## src/rtl/cwu_pkg.sv

```systemverilog
package cwu_pkg;

  typedef enum logic [1:0] {
    WC_NORMAL = 2'd0,
    WC_CTC    = 2'd1,
    WC_FAST   = 2'd2,
    WC_OTHER  = 2'd3
  } wave_class_e;

  typedef enum logic [1:0] {
    ACT_OFF  = 2'b00,
    ACT_FLIP = 2'b01,
    ACT_LOW  = 2'b10,
    ACT_HIGH = 2'b11
  } act_field_e;

  function automatic wave_class_e classify(input logic [3:0] wgm);
    case (wgm)
      4'd0:                              return WC_NORMAL;
      4'd4, 4'd12:                       return WC_CTC;
      4'd5, 4'd6, 4'd7, 4'd14, 4'd15:    return WC_FAST;
      default:                           return WC_OTHER;
    endcase
  endfunction

endpackage

```

## src/rtl/cwu_ctl_reg.sv

```systemverilog
module cwu_ctl_reg
  import cwu_pkg::*;
#(
  parameter int REG_W = 8
) (
  input  logic             clk,
  input  logic             rst,
  input  logic             we,
  input  logic [REG_W-1:0] wdata,
  output logic [REG_W-1:0] rdata,
  output act_field_e       act_a,
  output act_field_e       act_b,
  output logic [1:0]       wgm_lo
);
  localparam int A_LSB  = REG_W - 2;
  localparam int B_LSB  = REG_W - 4;
  localparam int WG_LSB = 0;

  logic [1:0] a_q, b_q, wg_q;
  logic       rsvd_unused;

  assign rsvd_unused = ^wdata[B_LSB-1:2];

  always_ff @(posedge clk) begin
    if (rst) begin
      a_q  <= '0;
      b_q  <= '0;
      wg_q <= '0;
    end else if (we) begin
      a_q  <= wdata[A_LSB+:2];
      b_q  <= wdata[B_LSB+:2];
      wg_q <= wdata[WG_LSB+:2];
    end
  end

  always_comb begin
    rdata             = '0;
    rdata[A_LSB+:2]   = a_q;
    rdata[B_LSB+:2]   = b_q;
    rdata[WG_LSB+:2]  = wg_q;
  end

  assign act_a  = act_field_e'(a_q);
  assign act_b  = act_field_e'(b_q);
  assign wgm_lo = wg_q;

  // a write lands in the readback on the next clock with bits 3:2 clear
  assert_write_readback_R2: assert property (@(posedge clk) disable iff (rst)
    we |=> (rdata == ($past(wdata) & 8'hF3)));

endmodule

```

## src/rtl/cwu_event_det.sv

```systemverilog
module cwu_event_det #(
  parameter int CNT_W = 16
) (
  input  logic             clk,
  input  logic             rst,
  input  logic             tick,
  input  logic [CNT_W-1:0] count,
  input  logic [CNT_W-1:0] top_val,
  output logic             bottom
);
  logic was_top_q;

  always_ff @(posedge clk) begin
    if (rst)       was_top_q <= 1'b0;
    else if (tick) was_top_q <= (count == top_val);
  end

  assign bottom = was_top_q && (count == '0);

  // without a tick the TOP history flag holds
  assert_top_hist_hold_R10: assert property (@(posedge clk) disable iff (rst)
    !tick |=> $stable(was_top_q));

endmodule

```

## src/rtl/cwu_chan.sv

```systemverilog
module cwu_chan
  import cwu_pkg::*;
#(
  parameter int CNT_W = 16,
  parameter bit IS_A  = 1'b1
) (
  input  logic             clk,
  input  logic             rst,
  input  logic             tick,
  input  wave_class_e      wclass,
  input  logic             wgm_msb,
  input  act_field_e       act,
  input  logic [CNT_W-1:0] count,
  input  logic [CNT_W-1:0] cmp,
  input  logic [CNT_W-1:0] top_val,
  input  logic             bottom,
  output logic             wave,
  output logic             pin_en
);
  logic wave_q, pin_q, wave_d, pin_d;
  logic match, cmp_at_top;

  assign match      = (count == cmp);
  assign cmp_at_top = (cmp == top_val);

  always_comb begin
    wave_d = wave_q;
    pin_d  = (act != ACT_OFF);
    unique case (wclass)
      WC_NORMAL, WC_CTC: begin
        if (match) begin
          case (act)
            ACT_FLIP: wave_d = ~wave_q;
            ACT_LOW:  wave_d = 1'b0;
            ACT_HIGH: wave_d = 1'b1;
            default:  wave_d = wave_q;
          endcase
        end
      end
      WC_FAST: begin
        case (act)
          ACT_FLIP: begin
            pin_d = IS_A && wgm_msb;
            if (IS_A && wgm_msb && match) wave_d = ~wave_q;
          end
          ACT_LOW, ACT_HIGH: begin
            if (match && !cmp_at_top) wave_d = (act == ACT_HIGH);
            else if (bottom)          wave_d = (act == ACT_LOW);
          end
          default: wave_d = wave_q;
        endcase
      end
      default: wave_d = wave_q;
    endcase
  end

  always_ff @(posedge clk) begin
    if (rst) begin
      wave_q <= 1'b0;
      pin_q  <= 1'b0;
    end else begin
      pin_q <= pin_d;
      if (tick) wave_q <= wave_d;
    end
  end

  assign wave   = wave_q;
  assign pin_en = pin_q;

  // no tick, no change
  assert_hold_no_tick_R9: assert property (@(posedge clk) disable iff (rst)
    !tick |=> $stable(wave_q));

  // a disconnected field never moves the waveform
  assert_off_holds_R9: assert property (@(posedge clk) disable iff (rst)
    (tick && act == ACT_OFF) |=> $stable(wave_q));

  // non-PWM set action on match
  assert_nonpwm_set_R4: assert property (@(posedge clk) disable iff (rst)
    (tick && (wclass == WC_NORMAL || wclass == WC_CTC) && act == ACT_HIGH && match)
      |=> wave_q);

  // a compare value at TOP never triggers the match action in fast PWM
  assert_top_ignore_R8: assert property (@(posedge clk) disable iff (rst)
    (tick && wclass == WC_FAST && act[1] && cmp_at_top && !bottom) |=> $stable(wave_q));

  generate
    if (!IS_A) begin : g_b_only
      // channel B holds with field 01 in fast PWM
      assert_b_no_flip_R7: assert property (@(posedge clk) disable iff (rst)
        (tick && wclass == WC_FAST && act == ACT_FLIP) |=> $stable(wave_q));
    end
  endgenerate

endmodule

```

## src/rtl/cmp_wave_unit.sv

```systemverilog
module cmp_wave_unit
  import cwu_pkg::*;
#(
  parameter int CNT_W = 16,
  parameter int REG_W = 8
) (
  input  logic             clk,
  input  logic             rst,
  input  logic             tick,
  input  logic             ctl_we,
  input  logic [REG_W-1:0] ctl_wdata,
  output logic [REG_W-1:0] ctl_rdata,
  input  logic [1:0]       wgm_hi,
  input  logic [CNT_W-1:0] count,
  input  logic [CNT_W-1:0] top_val,
  input  logic [CNT_W-1:0] cmp_a,
  input  logic [CNT_W-1:0] cmp_b,
  output logic             wave_a,
  output logic             wave_b,
  output logic             pin_en_a,
  output logic             pin_en_b
);
  localparam int NCH = 2;

  act_field_e       act_a, act_b;
  logic [1:0]       wgm_lo;
  logic [3:0]       wgm;
  wave_class_e      wclass;
  logic             bottom;
  act_field_e       act_arr  [NCH];
  logic [CNT_W-1:0] cmp_arr  [NCH];
  logic             wave_arr [NCH];
  logic             pin_arr  [NCH];

  cwu_ctl_reg #(.REG_W(REG_W)) ctl_i (
    .clk(clk), .rst(rst), .we(ctl_we), .wdata(ctl_wdata),
    .rdata(ctl_rdata), .act_a(act_a), .act_b(act_b), .wgm_lo(wgm_lo)
  );

  assign wgm    = {wgm_hi, wgm_lo};
  assign wclass = classify(wgm);

  cwu_event_det #(.CNT_W(CNT_W)) evt_i (
    .clk(clk), .rst(rst), .tick(tick), .count(count),
    .top_val(top_val), .bottom(bottom)
  );

  assign act_arr[0] = act_a;
  assign act_arr[1] = act_b;
  assign cmp_arr[0] = cmp_a;
  assign cmp_arr[1] = cmp_b;

  generate
    for (genvar g = 0; g < NCH; g++) begin : g_ch
      cwu_chan #(.CNT_W(CNT_W), .IS_A(g == 0)) ch_i (
        .clk(clk), .rst(rst), .tick(tick), .wclass(wclass),
        .wgm_msb(wgm[3]), .act(act_arr[g]), .count(count),
        .cmp(cmp_arr[g]), .top_val(top_val), .bottom(bottom),
        .wave(wave_arr[g]), .pin_en(pin_arr[g])
      );
    end
  endgenerate

  assign wave_a   = wave_arr[0];
  assign wave_b   = wave_arr[1];
  assign pin_en_a = pin_arr[0];
  assign pin_en_b = pin_arr[1];

  // a disconnected field releases the pin one clock later
  assert_pin_off_a_R3: assert property (@(posedge clk) disable iff (rst)
    (act_a == ACT_OFF) |=> !pin_en_a);
  assert_pin_off_b_R3: assert property (@(posedge clk) disable iff (rst)
    (act_b == ACT_OFF) |=> !pin_en_b);

  // unsupported mode codes freeze both waveforms
  assert_other_freeze_R12: assert property (@(posedge clk) disable iff (rst)
    (wclass == WC_OTHER) |=> ($stable(wave_a) && $stable(wave_b)));

endmodule

```

## config.mk

```make
export PLATFORM = sky130hd
export DESIGN_NAME = cmp_wave_unit
export DESIGN_NICKNAME = d
export VERILOG_FILES = /design/src/rtl/cwu_pkg.sv /design/src/rtl/cwu_ctl_reg.sv /design/src/rtl/cwu_event_det.sv /design/src/rtl/cwu_chan.sv /design/src/rtl/cmp_wave_unit.sv
export SDC_FILE = /design/constraint.sdc
export NUM_CORES = 1
export LEC_CHECK = 0
export ABC_AREA = 1
export BUFFER_PORTS_ARGS = -buffer_cell sky130_fd_sc_hd__buf_2
export CORE_MARGIN = 2
export CORE_UTILIZATION = 50
export CTS_CLUSTER_DIAMETER = 120
export DETAILED_ROUTE_END_ITERATION = 6
export GPL_ROUTABILITY_DRIVEN = 0
export GPL_TIMING_DRIVEN = 1
export PLACE_DENSITY = 0.79
export SLEW_MARGIN = 10
export SYNTH_ARGS = -nofsm -noshare
export SYNTH_HDL_FRONTEND = slang
export SYNTH_SLANG_ARGS = --single-unit
```

## constraint.sdc

```tcl
create_clock -name clk -period 2.29 [get_ports clk]
set_input_delay 0.3435 -clock clk [delete_from_list [all_inputs] [get_ports clk]]
set_output_delay 0.3435 -clock clk [all_outputs]
set_load 0.02 [all_outputs]
```

==> results of run 1 <==
## power groups by stage
stage | clock network, W | logic, W | registers [W]
2_1_floorplan | 0 | 0.000267 | 0.000237
3_3_place_gp | 0 | 0.000443 | 0.000221
3_5_place_dp | 0 | 0.000452 | 0.000221
4_1_cts | 0.000196 | 0.000456 | 0.000218
5_1_grt | 0.000208 | 0.000526 | 0.000219
6_report | 0.000191 | 0.000456 | 0.000218
## sequential cells by signal, summed over array words and instances, names as in the netlist
register          count
ctl_i.act_a           2
ctl_i.act_b           2
ctl_i.wgm_lo          2
evt_i.was_top_q       1
g_ch.ch_i.pin_en      2
g_ch.ch_i.wave        2
## critical path, cell delays in order, from the launching register on
cell     delay [ns]
dfxtp_1        0.38
nor2_2         0.08
ha_1           0.27
inv_1          0.04
o21ai_0        0.24
nand2_2        0.16
inv_2          0.09
nand2_1        0.07
nor2_1         0.08
nand2_1        0.07
nand3_1        0.07
nand2_1        0.06
nand2_1        0.05
nor2_1         0.04
## worst min path at each step
stage / to / from / depth (start not counted)
finish: evt_i.was_top_q / rst / 2
detailed placement: evt_i.was_top_q / evt_i.was_top_q / 2
CTS: evt_i.was_top_q / rst / 2
global placement: evt_i.was_top_q / evt_i.was_top_q / 2
global route: evt_i.was_top_q / rst / 2
floorplan: evt_i.was_top_q / rst / 1
## per-layer routing
metal | up-vias | part of all wire [%] | track usage [%]
met4 | 0 | 1.6 | 6.50
li1 | 1585 | - | -
met3 | 9 | 6.3 | 2.14
met1 | 1193 | 45 | 31.8
met5 | - | 0 | 0
met2 | 95 | 47 | 44.7
## per-stage QoR
stage                     instance area, µm²  power, W  setup slack, ns  hold WS [ns]  instances
after detailed placement                2680  0.000673            0.471         0.465        611
after global placement                  2680  0.000664            0.533         0.461        611
after CTS                               2730  0.000869            0.480         0.306        615
final                                   2730  0.000864            0.491         0.311        615
after global routing                    2730  0.000953            0.256         0.313        615
after floorplan                         2220  0.000505            0.530         0.413        478
## placed cells by master, fill, tap and decap left out, types with 2 or more instances in the layout
| cell type | count |
|---|---|
| a21oi_1 | 13 |
| buf_2 | 85 |
| clkbuf_8 | 3 |
| clkinv_1 | 3 |
| conb_1 | 2 |
| dfxtp_1 | 11 |
| inv_1 | 68 |
| inv_2 | 18 |
| nand2_1 | 222 |
| nand2_2 | 2 |
| nand3_1 | 14 |
| nand4_1 | 3 |
| nor2_1 | 69 |
| nor2_2 | 2 |
| nor3_1 | 2 |
| o2111ai_1 | 3 |
| o21ai_0 | 10 |
| o22ai_1 | 4 |
| xnor2_1 | 10 |
| xor2_1 | 14 |
## kinds of logic (layout without fill, tap and decap cells)
kind of cell,Yosys count,count (layout),synth area share (%)
DFF,11,11,9.95
AOI/OAI and AO/OA,33,33,8.54
adders and majority gates,1,1,0.565
and+or+nand+nor,314,314,54.9
other,1,2,0.169
buffers and inverters,93,178,16.3
xor gates and xnor gates,24,24,9.50
## area by class of cell
cell class | instances | area [µm²]
Multi-Input combinational cell | 374 | 1640
Fill cell | 464 | 1570
Timing Repair Buffer | 85 | 425
Inverter | 89 | 334
Sequential cell | 11 | 220
Tap cell | 52 | 65.1
Clock buffer | 4 | 45.0
==> impl_metrics.json, run 1 <==
{
  "combPwrFrac_pct": 52.7,
  "hold_viol_final": 0,
  "rsz0062_at_grt": "false",
  "async_reset_ff_share_pct": 0,
  "core_region_area_mm2": 0.00429,
  "ys_types": 24,
  "first_pass_iters": 5,
  "cts_root_buf": "clkbuf_8",
  "grt_overflow": 0,
  "syn-instance-count": 477,
  "ctsResizeCount": 0,
  "fmaxAchievable_mhz": 556,
  "arrival_ns": 1.93,
  "grt_max_degree": 10,
  "status": "complete, no violations",
  "seq_power_share_pct": 25.2,
  "finalSetupTns_ns": 0,
  "avgSynthCellArea_um2": 4.64,
  "hold_buffers": 0,
  "start_kind": "flip-flop",
  "peakVddDrop_mv": 0.396,
  "post-route-period-util_pct": 78.6,
  "cts.sinks": 11,
  "synth_common_cells": "nand2_1 (222), nor2_1 (69), inv_1 (68), inv_2 (18)",
  "yosys_warnings": 0,
  "crit_fanout": 7,
  "static-leakage-power_nw": 1.76,
  "r2r_end": "g_ch[0].ch_i.wave",
  "fin_worst_skew_ns": 0.00430,
  "clkPwrFrac_pct": 22.1,
  "synth_edf_count": 0,
  "cts_setup_buffers": 0,
  "die_h_um": 70.5,
  "hold_path.class": "input pin to flip-flop",
  "fin_util_pct": 63.5,
  "synth_seq_cells": 11,
  "yosys.cell_count.top_type": "nand2_1",
  "clk_latency_ns": 0.24,
  "synthesis.area_mm2": 0.00221,
  "wire_per_inst_um": 9.72,
  "portBuffers": 85,
  "finalNetCount": 643,
  "rows": 24,
  "r2r_start": "ctl_i.wgm_lo[1]",
  "crit_start": "ctl_i.wgm_lo[1]",
  "power_density_mw_per_mm2": 317,
  "maxCapViolCount": 0,
  "synth.area.top_cells": "nand2_1 (38%), nor2_1 (12%), inv_1 (12%)",
  "cts_tree": "done",
  "netSwitchingFraction_pct": 41.7,
  "postRouteWirelength_um": 5980,
  "grt_pass1_wl_um": 10400,
  "vias_per_cell": 4.69,
  "ff2ff_path_depth": 13,
  "die_area_mm2": 0.00498,
  "criticalPathCategory": "flip-flop to flip-flop",
  "min_period_ns": 1.80,
  "p_int_w": 0.000504,
  "ys_seq_area_share_pct": 9.95,
  "p_switching_w": 0.000361,
  "io_pins": 90,
  "path_clk_slew_ns": 0.05,
  "num_antenna_cells": 0,
  "critPathCaptureType": "flip-flop",
  "vias": 2882,
  "synthToLayoutAreaGrowth_pct": 23.1,
  "yosys.area.top_type_share_pct": 37.6,
  "r2r_slack_ns": 0.49,
  "hpwl_um": 5200,
  "antenna_left": 0,
  "drive_gt1_share_pct": 19.7,
  "synth_top_cell_by_area": "nand2_1",
  "crit_required_ns": 2.42,
  "start_util_pct": 51.5,
  "antenna_found_initial": 0,
  "synthFlopType": "dfxtp_1",
  "first_global_vias": 2652,
  "ctsHtreeMaxLevel": 1,
  "drc_errors": 0,
  "final_max_slew_viol_count": 0,
  "cts_inserted_buffers": 3,
  "drtIter0Drc": 132,
  "worstSetupEndpoint": "g_ch[0].ch_i.wave",
  "cts_buffer_depth": 2,
  "grt_use_total_pct": 24.7,
  "setup_viol": 0,
  "die_w_um": 70.5
}
(Power assumes the default switching activity.)
==> run 2, diff against run 1 <==
clock period = 1.87 ns   (was 2.29 ns; I/O delays follow)
==> impl_metrics.json, run 2 (synthesis results as in run 1) <==
{
  "status": "complete, no violations",
  "first_pass_iters": 4,
  "grt_max_degree": 10,
  "post-route-period-util_pct": 90.8,
  "r2r_end": "g_ch[0].ch_i.wave",
  "final_area_mm2": 0.00274,
  "wire_per_inst_um": 9.76,
  "antenna_left": 0,
  "num_antenna_cells": 0,
  "power_density_mw_per_mm2": 390,
  "drtIter0Drc": 141,
  "cts_root_buf": "clkbuf_8",
  "rsz0062_at_grt": "true",
  "fmaxAchievable_mhz": 589,
  "static-leakage-power_nw": 1.76,
  "path_clk_slew_ns": 0.05,
  "drive_gt1_share_pct": 20.0,
  "critPathCaptureType": "flip-flop",
  "ff2ff_path_depth": 13,
  "cts_inserted_buffers": 3,
  "cts_tree": "done",
  "finalSetupTns_ns": 0,
  "portBuffers": 85,
  "hold_viol_final": 0,
  "nFillCells": 462,
  "start_kind": "flip-flop",
  "hpwl_um": 5230,
  "antenna_found_initial": 0,
  "die_h_um": 70.5,
  "maxCapViolCount": 0,
  "clk_latency_ns": 0.23,
  "mostFrequentLayoutCells": "nand2_1 (222), buf_2 (85), nor2_1 (69), inv_1 (68), inv_2 (18)",
  "hp-start": "rst",
  "core_region_area_mm2": 0.00429,
  "hold_path.class": "input pin to flip-flop",
  "grt_pass1_wl_um": 10300,
  "final_max_slew_viol_count": 0,
  "layout_commonest_cell": "nand2_1",
  "dp_cells": 611,
  "placed_area_mm2": 0.00268,
  "cts.sinks": 11,
  "grt_overflow": 0,
  "min_period_ns": 1.70,
  "hold_depth": 2,
  "vias_per_cell": 4.66,
  "min_to": "evt_i.was_top_q",
  "start_util_pct": 51.5,
  "rows": 24,
  "crit_required_ns": 2.00,
  "synthToLayoutAreaGrowth_pct": 23.6,
  "grt_use_total_pct": 24.4,
  "crit_fanout": 7,
  "r2r_slack_ns": 0.17,
  "die_area_mm2": 0.00498,
  "vias": 2869,
  "criticalPathCategory": "flip-flop to flip-flop",
  "instances_no_fill": 616,
  "peakVddDrop_mv": 0.456,
  "ctsHtreeMaxLevel": 1,
  "fin_util_pct": 63.7,
  "fin_worst_skew_ns": 0.000873,
  "drc_errors": 0,
  "first_global_vias": 2596,
  "finalNetCount": 644,
  "cts_buffer_depth": 2,
  "io_pins": 90,
  "setup_viol": 0,
  "arrival_ns": 1.83,
  "postRouteWirelength_um": 6010,
  "r2r_start": "ctl_i.wgm_lo[1]",
  "die_w_um": 70.5
}
-- run 2: changes by cell type in the layout (fill, tap and decap cells not counted), sizes merged --
| cell | change |
|---|---|
| buf | +1 |
-- run 2: where the power goes --
group | internal (W) | switching (W)
combinational | 0.000218 | 0.000346
sequential | 0.000252 | 0.0000146
clock | 0.000149 | 0.0000859
-- run 2: how the worst max path moves through the flow --
stage / from / end / slack (ns) / cells after the start
after floorplan: ctl_i.wgm_lo[1] / g_ch[0].ch_i.wave / 0.11 / 13
after global placement: ctl_i.wgm_lo[1] / g_ch[0].ch_i.wave / 0.16 / 13
after detailed placement: ctl_i.wgm_lo[1] / g_ch[0].ch_i.wave / 0.1 / 13
after CTS: ctl_i.wgm_lo[1] / g_ch[0].ch_i.wave / 0.09 / 13
after global routing: ctl_i.wgm_lo[0] / g_ch[1].ch_i.wave / 0.0003 / 14
final: ctl_i.wgm_lo[1] / g_ch[0].ch_i.wave / 0.17 / 13
-- run 2: per-stage QoR --
step / setup slack [ns] / power [W] / hold slack (ns)
3_3_place_gp: 0.161 / 0.000813 / 0.462
4_1_cts: 0.0866 / 0.00107 / 0.234
6_report: 0.172 / 0.00107 / 0.250
2_1_floorplan: 0.110 / 0.000618 / 0.350
3_5_place_dp: 0.0955 / 0.000825 / 0.466
5_1_grt: 0.000312 / 0.00117 / 0.249
-- run 2: critical path: stages, from the launching register on --
cell and delay, ns:
dfxtp_1 0.37, nor2_2 0.06, ha_1 0.27, inv_1 0.05, o21ai_1 0.17, nand2_2 0.14
inv_2 0.10, nand2_1 0.07, nor2_1 0.08, nand2_1 0.07, nand3_1 0.08, nand2_1 0.05
nand2_1 0.05, nor2_1 0.04
-- run 2: what timing repair did --
action                     CTS  global route
setup buffers                0             1
setup endpoints to repair    0             2
gates resized for setup      0             2
hold buffers                 0             0
-- run 2: layer usage --
metal / vias up / track usage (%) / routed length, µm / part of all wire [%]
met5: - / 0 / 0 / 0
li1: 1587 / - / - / -
met3: 4 / 1.57 / 372 / 6.2
met2: 82 / 44.2 / 2860 / 48
met1: 1196 / 32.1 / 2740 / 46
met4: 0 / 5.24 / 43 / 0.72
-- run 2: cell type report --
cell class	instances	area [µm²]	area share (%)
flip-flops and latches	11	220	8.05
inverters	89	334	12.2
well taps	52	65.1	2.38
repair buffers	86	433	15.8
clock buffers	4	45.0	1.65
multi-input cells	374	1640	59.9
==> run 3, diff against run 2 <==
==> constraint.sdc (replaced) <==
create_clock -name clk -period 1.87 [get_ports clk]
set_input_delay 0 -clock clk [delete_from_list [all_inputs] [get_ports clk]]
set_output_delay 0 -clock clk [all_outputs]
set_load 0.02 [all_outputs]
==> impl_metrics.json, run 3 (synthesis results as in run 1) <==
{
  "status": "complete, no violations",
  "max_stage_delay_ns": 0.37,
  "grt_max_degree": 10,
  "crit_fanout": 7,
  "grt_use_total_pct": 24.9,
  "hp-start": "ctl_wdata[7]",
  "hold_viol_final": 0,
  "cts_root_buf": "clkbuf_8",
  "nFillCells": 456,
  "placed_area_mm2": 0.00268,
  "first_global_vias": 2590,
  "hold_path.class": "input pin to flip-flop",
  "r2r_start": "ctl_i.wgm_lo[1]",
  "netSwitchingFraction_pct": 42.2,
  "crit_path_top_delay_cell": "dfxtp_1",
  "setup_viol": 0,
  "multi_input_area_mm2": 0.00164,
  "synthToLayoutAreaGrowth_pct": 24.9,
  "cp_common_cell": "nand2_1",
  "finalSetupTns_ns": 0,
  "layout_commonest_cell": "nand2_1",
  "fin_worst_skew_ns": 0.00765,
  "p_switching_w": 0.000454,
  "combPwrFrac_pct": 52.2,
  "power_density_mw_per_mm2": 390,
  "seq_power_share_pct": 24.8,
  "r2r_end": "g_ch[0].ch_i.wave",
  "start_kind": "flip-flop",
  "io_pins": 90,
  "cts_inserted_buffers": 3,
  "rsz0062_at_grt": "false",
  "start_util_pct": 51.5,
  "drc_errors": 0,
  "num_antenna_cells": 0,
  "r2r_slack_ns": 0.22,
  "cts_buffer_depth": 2,
  "ff2ff_path_depth": 13,
  "finalNetCount": 647,
  "clkPwrFrac_pct": 23.1,
  "vias": 2884,
  "path_clk_slew_ns": 0.05,
  "die_h_um": 70.5,
  "static-leakage-power_nw": 1.77,
  "clk_latency_ns": 0.25,
  "hpwl_um": 5160,
  "antenna_found_initial": 0,
  "peakVddDrop_mv": 0.361,
  "criticalPathCategory": "flip-flop to flip-flop",
  "grt_pass1_wl_um": 10400,
  "min_period_ns": 1.65,
  "crit_required_ns": 2.02,
  "whs_ns": 0.0307,
  "postRouteWirelength_um": 5980,
  "min_to": "ctl_i.act_a[1]",
  "drtIter0Drc": 172,
  "wire_per_inst_um": 9.66,
  "drive_gt1_share_pct": 19.6,
  "portBuffers": 85,
  "cts_tree": "done",
  "post-route-period-util_pct": 88.1,
  "rows": 24,
  "antenna_left": 0,
  "seq_area_um2": 220,
  "first_pass_iters": 4,
  "hold_depth": 3,
  "vias_per_cell": 4.66,
  "cts_setup_buffers": 0,
  "maxCapViolCount": 0,
  "cts.sinks": 11,
  "arrival_ns": 1.80,
  "p_int_w": 0.000623,
  "core_region_area_mm2": 0.00429,
  "die_w_um": 70.5,
  "critPathCaptureType": "flip-flop",
  "mostFrequentLayoutCells": "nand2_1 (222), buf_2 (85), nor2_1 (69), inv_1 (68), inv_2 (18)",
  "fmaxAchievable_mhz": 607,
  "final_max_slew_viol_count": 0,
  "ctsHtreeMaxLevel": 1,
  "die_area_mm2": 0.00498,
  "final_area_mm2": 0.00277,
  "crit_path_cell_trace": "nor2_2 > ha_1 > inv_1 > o21ai_1 > nand2_2 > inv_2 > nand2_1 > nor2_1 > nand2_1 > nand3_1 > nand2_1 > nand2_1 > nor2_1",
  "grt_overflow": 0
}
run 3: changes by cell type in the layout (fill, tap and decap cells not counted), sizes merged:
cell / delta
buf: -1
dlygate4sd3: +4
run 3: layout make-up:
| cell class | count | area share [%] |
|---|---|---|
| well taps | 52 | 2.35 |
| clock buffers | 4 | 1.63 |
| multi-input cells | 374 | 59.1 |
| inverters | 89 | 12.1 |
| flip-flops and latches | 11 | 7.96 |
| repair buffers | 89 | 16.8 |
run 3: critical path: cells and delay by family (launching register included):
kind | cells | cell delay (ns)
simple gates | 9 | 0.62
fa+ha+maj | 1 | 0.26
flops | 1 | 0.37
compound gates | 1 | 0.16
buf+inv | 2 | 0.13
run 3: worst max path at each step:
stage / from / endpoint / slack (ns) / cells after the start
after global placement: ctl_i.wgm_lo[1] / g_ch[0].ch_i.wave / 0.17 / 13
after floorplan: ctl_i.wgm_lo[1] / g_ch[0].ch_i.wave / 0.11 / 13
after detailed placement: ctl_i.wgm_lo[1] / g_ch[0].ch_i.wave / 0.14 / 13
final: ctl_i.wgm_lo[1] / g_ch[0].ch_i.wave / 0.22 / 13
after global routing: ctl_i.wgm_lo[1] / g_ch[1].ch_i.wave / 0.02 / 12
after CTS: ctl_i.wgm_lo[1] / g_ch[0].ch_i.wave / 0.13 / 13
run 3: repair_timing:
item                                    in CTS  in global routing
hold endpoints to repair                     5                  0
endpoints found under the setup margin       0                  2
resized for setup                            0                  1
hold buffers                                 4                  0
run 3: through the flow:
stage / instances / utilization, % / total power [W] / worst slack (ns)
finish: 619 / 64.4 / 0.00108 / 0.223
global route: 619 / 64.4 / 0.00118 / 0.0179
floorplan: 478 / - / 0.000618 / 0.110
detailed placement: 611 / 62.4 / 0.000822 / 0.139
global placement: 611 / 62.4 / 0.000813 / 0.169
CTS: 619 / 64.4 / 0.00108 / 0.132
run 3: power groups by stage:
stage | Combinational (W) | Clock (W) | Sequential, W
after global routing | 0.000648 | 0.000262 | 0.000269
after floorplan | 0.000327 | 0 | 0.000291
after CTS | 0.000561 | 0.000253 | 0.000266
after detailed placement | 0.000552 | 0 | 0.000271
after global placement | 0.000543 | 0 | 0.000271
final | 0.000562 | 0.000249 | 0.000267
run 3: routing by layer:
metal	track usage, %	routed length (µm)
met4	4.40	36
met1	32.5	2770
met3	1.99	320
met5	0	0
met2	45.3	2850
